===== src/rtl/i2c_mode_pkg.sv =====
package i2c_mode_pkg;
  localparam int unsigned REG_W = 8;
  localparam int unsigned BIT_EN  = 7;
  localparam int unsigned BIT_IE  = 6;
  localparam int unsigned BIT_MS  = 5;
  localparam int unsigned BIT_TRS = 4;

  typedef enum logic [1:0] {
    MODE_SLV_RX = 2'b00,
    MODE_SLV_TX = 2'b01,
    MODE_MST_RX = 2'b10,
    MODE_MST_TX = 2'b11
  } mode_e;
endpackage


===== src/rtl/i2c_mode_pend.sv =====
module i2c_mode_pend #(
  parameter int unsigned W = 1
) (
  input  logic         clk_i,
  input  logic         rst_ni,
  input  logic         load_i,
  input  logic [W-1:0] data_i,
  input  logic         drop_i,
  output logic         valid_o,
  output logic [W-1:0] data_o
);
  always_ff @(posedge clk_i or negedge rst_ni) begin
    if (!rst_ni) begin
      valid_o <= 1'b0;
      data_o  <= '0;
    end else if (drop_i) begin
      valid_o <= 1'b0;
    end else if (load_i) begin
      valid_o <= 1'b1;
      data_o  <= data_i;
    end
  end
endmodule


===== src/rtl/i2c_mode_arm.sv =====
module i2c_mode_arm (
  input  logic clk_i,
  input  logic rst_ni,
  input  logic set_i,
  input  logic clr_i,
  output logic armed_o
);
  always_ff @(posedge clk_i or negedge rst_ni) begin
    if (!rst_ni)     armed_o <= 1'b0;
    else if (clr_i)  armed_o <= 1'b0;
    else if (set_i)  armed_o <= 1'b1;
  end
endmodule


===== src/rtl/i2c_mode_ctl.sv =====
module i2c_mode_ctl
  import i2c_mode_pkg::*;
(
  input  logic             clk_i,
  input  logic             rst_ni,
  input  logic             wr_en_i,
  input  logic [REG_W-1:0] wr_data_i,
  output logic [REG_W-1:0] rd_data_o,
  input  logic             xfer_active_i,
  input  logic             xfer_done_i,
  input  logic             arb_lost_i,
  input  logic             start_det_i,
  input  logic             addr_valid_i,
  input  logic             addr_rw_i,
  input  logic             irq_req_i,
  output logic             irq_o,
  output logic             enable_o,
  output logic [1:0]       mode_o,
  output logic             addr_bank_sel_o,
  output logic             data_bank_sel_o
);
  logic en_q, ie_q, ms_q, trs_q;
  logic en_d, ie_d, ms_d, trs_d;
  logic pend_vld, pend_val;
  logic armed;
  logic defer_wr, pend_apply, arb_hit, frame_hit, pend_drop;

  assign defer_wr   = wr_en_i && xfer_active_i && !xfer_done_i;
  assign arb_hit    = arb_lost_i && en_q && ms_q;
  assign frame_hit  = addr_valid_i && armed && en_q && !ms_q && !trs_q;
  assign pend_apply = xfer_done_i && pend_vld;

  always_comb begin
    en_d  = en_q;
    ie_d  = ie_q;
    ms_d  = ms_q;
    trs_d = trs_q;
    if (pend_apply) trs_d = pend_val;
    if (wr_en_i) begin
      en_d = wr_data_i[BIT_EN];
      ie_d = wr_data_i[BIT_IE];
      ms_d = wr_data_i[BIT_MS];
      if (!defer_wr) trs_d = wr_data_i[BIT_TRS];
    end
    if (frame_hit) trs_d = addr_rw_i;
    if (arb_hit) begin
      ms_d  = 1'b0;
      trs_d = 1'b0;
    end
    if (!en_d) begin
      ms_d  = 1'b0;
      trs_d = 1'b0;
    end
  end

  // pending is dropped by disable, arbitration loss, its own use, or a direct write
  assign pend_drop = !en_d || arb_hit || (wr_en_i && !defer_wr) || (pend_apply && !defer_wr);

  always_ff @(posedge clk_i or negedge rst_ni) begin
    if (!rst_ni) begin
      en_q  <= 1'b0;
      ie_q  <= 1'b0;
      ms_q  <= 1'b0;
      trs_q <= 1'b0;
    end else begin
      en_q  <= en_d;
      ie_q  <= ie_d;
      ms_q  <= ms_d;
      trs_q <= trs_d;
    end
  end

  i2c_mode_pend #(.W(1)) u_pend (
    .clk_i   (clk_i),
    .rst_ni  (rst_ni),
    .load_i  (defer_wr),
    .data_i  (wr_data_i[BIT_TRS]),
    .drop_i  (pend_drop),
    .valid_o (pend_vld),
    .data_o  (pend_val)
  );

  i2c_mode_arm u_arm (
    .clk_i   (clk_i),
    .rst_ni  (rst_ni),
    .set_i   (start_det_i && en_d),
    .clr_i   (!en_d || addr_valid_i),
    .armed_o (armed)
  );

  assign rd_data_o       = {en_q, ie_q, ms_q, trs_q, 4'b0000};
  assign mode_o          = {ms_q, trs_q};
  assign enable_o        = en_q;
  assign irq_o           = irq_req_i && ie_q;
  assign addr_bank_sel_o = !en_q;
  assign data_bank_sel_o = en_q;
endmodule


===== config.mk =====
export PLATFORM = sky130hd
export DESIGN_NAME = i2c_mode_ctl
export DESIGN_NICKNAME = d
export VERILOG_FILES = /design/src/rtl/i2c_mode_pkg.sv /design/src/rtl/i2c_mode_pend.sv /design/src/rtl/i2c_mode_arm.sv /design/src/rtl/i2c_mode_ctl.sv
export SDC_FILE = /design/constraint.sdc
export NUM_CORES = 1
export LEC_CHECK = 0
export ABC_AREA = 1
export BUFFER_PORTS_ARGS = -buffer_cell sky130_fd_sc_hd__buf_2
export CORE_AREA = 4 4 41 43
export CTS_CLUSTER_SIZE = 10
export DETAILED_ROUTE_END_ITERATION = 7
export DIE_AREA = 0 0 45 47
export PLACE_DENSITY = 0.74
export SYNTH_ARGS = -nofsm -noshare
export SYNTH_HDL_FRONTEND = slang
export SYNTH_SLANG_ARGS = --single-unit

===== constraint.sdc =====
create_clock -name clk_i -period 2.8 [get_ports clk_i]
set_input_delay 0.56 -clock clk_i [delete_from_list [all_inputs] [get_ports clk_i]]
set_output_delay 0.56 -clock clk_i [all_outputs]
set_load 0.01 [all_outputs]

==> reports/qor.csv <==
metric;value;unit
Rows;13;
final antenna-violating net count;0;
Skew-Pair Late Insertion Delay;0.26;ns
First-pass DRT Iterations;4;
hpwl dp;877.5;um
Avg WL per Cell;9.864;um
core area;1301;um^2
clk_skew;0.007180;ns
gr usage total;0.1050;
IO Port Bufs;23;
reg2reg path depth;6;
Syn Area/Cell;7.271;um^2
fraction of registers with async set/reset;1.000;
required time worst endpoint;2.24;ns
vias in the first global route;382;
post-CTS setup buffers;0;
area leader, netlist;dfrtp_1;
Crit. End Element;output pin;
final worst path period share;0.5325;
share of cells above drive strength 1;0.3977;
cell area after layout;590.6;um^2
io pins;32;
Post-Syn Area;501.7;um^2
Leak Pwr;0.3573;nW
Inst Count DP;99;
Slowest cell on crit path;dfrtp_1;
WL final;1016;um
number of synthesized flops with an enable pin;0;
die width;45;um
FF-to-FF setup slack;1.76;ns
Synth-to-Final Area Change;17.71;%
final setup violation count;0;
crit-path max FO;8;
register area share after synthesis;0.3491;
RSZ-0062 raised after global routing;false;
Max Cap Violations;0;
Max stage delay on crit path;0.48;ns
Initial Util;0.3856;
final hold vios;0;
CTS max path bufs;2;
CTS tree;built;
run status;finished, final reports clean;
via count;480;
CP Launch Type;flop;
max-slew violations;0;
total CTS buffers;3;
Worst VDD drop;195.8;uV
Worst R2R Start;data_bank_sel_o;
non-filler cells, final;103;
Total Die Area;2115;um^2
DRT iter0 DRCs;12;
f_max;670.6;MHz
Synth Register Bits;7;
routed vias/inst;4.660;
critical setup path kind;flop to output pin;
worst-path cell chain;inv_1, buf_2;
Cell Area, Placed;564.3;um^2
share of the synthesized area in the top cell type;0.3491;
largest net degree at the start of global routing;9;
# clock sinks;7;
GRT overflow;0;
filler instances;138;
initial antenna violation count;0;
fin crit period;1.491;ns
WP data arrival;0.93;ns
clock slew at reported path FFs;0.06;ns
top cells by area, synth;dfrtp_1 35%, buf_4 16%, nand2_1 10%, inv_1 6.7%, nand3_1 6.0%;
H-tree depth;1;
post-layout net count;107;
gpl congestion;0.7468;
Mapped Cells;69;
cts hold-fix bufs;0;
first-pass GRT wire length;1497;um
CTS resizes;0;
R2R Path End;trs_q;
ys flop type;dfrtp_1;
YS warnings;0;
Hold Slack;0.1254;ns
CTS root buf;clkbuf_4;
Die Y;47;um
Pwr Density;472.9;nW/um^2
overall power;279.3;uW
# diodes;0;
DRC violations left;0;
top-count cell post-synth;nand2_1;
setup TNS;0;ns
Post-synth top cells;14 x nand2_1, 11 x buf_4, 9 x inv_1, 7 x dfrtp_1, 6 x nand3_1;
Synth cell types;17;
type of the worst min-delay path;input port to async pin;
[worst max-delay path: cells and delay by family (launching register included)]
kind | cells | cell delay [ns]
flops | 1 | 0.48
buf+inv | 2 | 0.20
[layer usage]
metal	vias to the layer above	GRT usage	part of all wire
met5	-	0	0
met1	212	0.1021	0.36
met2	27	0.1893	0.49
li1	239	-	-
met4	0	0.05263	0.014
met3	2	0.04598	0.14
[per-stage QoR]
step,utilization,worst slack (ns)
after floorplan,-,1.563
after global placement,0.4337,1.382
after detailed placement,0.4337,1.378
after CTS,0.4538,1.304
after global routing,0.4538,1.257
final,0.4538,1.309
[state kept, by name (all words and copies together), names as in the netlist]
signal and cells:
data_bank_sel_o 1, ie_q 1, ms_q 1, trs_q 1
u_arm.armed_o 1, u_pend.data_o 1, u_pend.valid_o 1
[power by group]
part	internal [mW]	leakage [nW]	total, mW	switching (mW)
combinational	0.0270	0.251	0.0665	0.0395
clock	0.0545	0.0150	0.0939	0.0393
sequential	0.111	0.0910	0.119	0.00803
total	0.192	0.357	0.279	0.0868
[cells in the final DEF (no fill, tap or decap), types with 2 or more instances in the layout]
cell type,Yosys,final
dfrtp_1,7,7
clkbuf_4,0,3
nand3_1,6,6
a21oi_1,3,3
nor2_1,5,5
nand2_2,2,2
buf_2,0,23
nand2_1,14,14
o21ai_0,2,2
nand2_4,2,2
inv_2,2,2
inv_1,9,9
conb_1,1,4
[cells by family after synthesis]
family	share of synthesized area
buffers and inverters	0.2469
AO/OA/AOI/OAI	0.05983
other	0.007474
AND/OR/NAND/NOR	0.3367
flip-flops	0.3491
[worst max path at each step]
stage / start / slack (ns) / to
2_1_floorplan: irq_req_i / 1.56 / irq_o
3_3_place_gp: irq_req_i / 1.38 / irq_o
3_5_place_dp: irq_req_i / 1.38 / irq_o
4_1_cts: data_bank_sel_o / 1.30 / addr_bank_sel_o
5_1_grt: data_bank_sel_o / 1.26 / addr_bank_sel_o
6_report: data_bank_sel_o / 1.31 / addr_bank_sel_o
[cell type report]
type	instances	area, um^2	share of cell area
multi-input cells	43	214.0	0.3623
flip-flops and latches	7	175.2	0.2966
repair buffers	23	115.1	0.1949
inverters	11	41.29	0.06992
clock buffers	4	26.28	0.04449
well taps	15	18.77	0.03178
(Power assumes the default switching activity.)
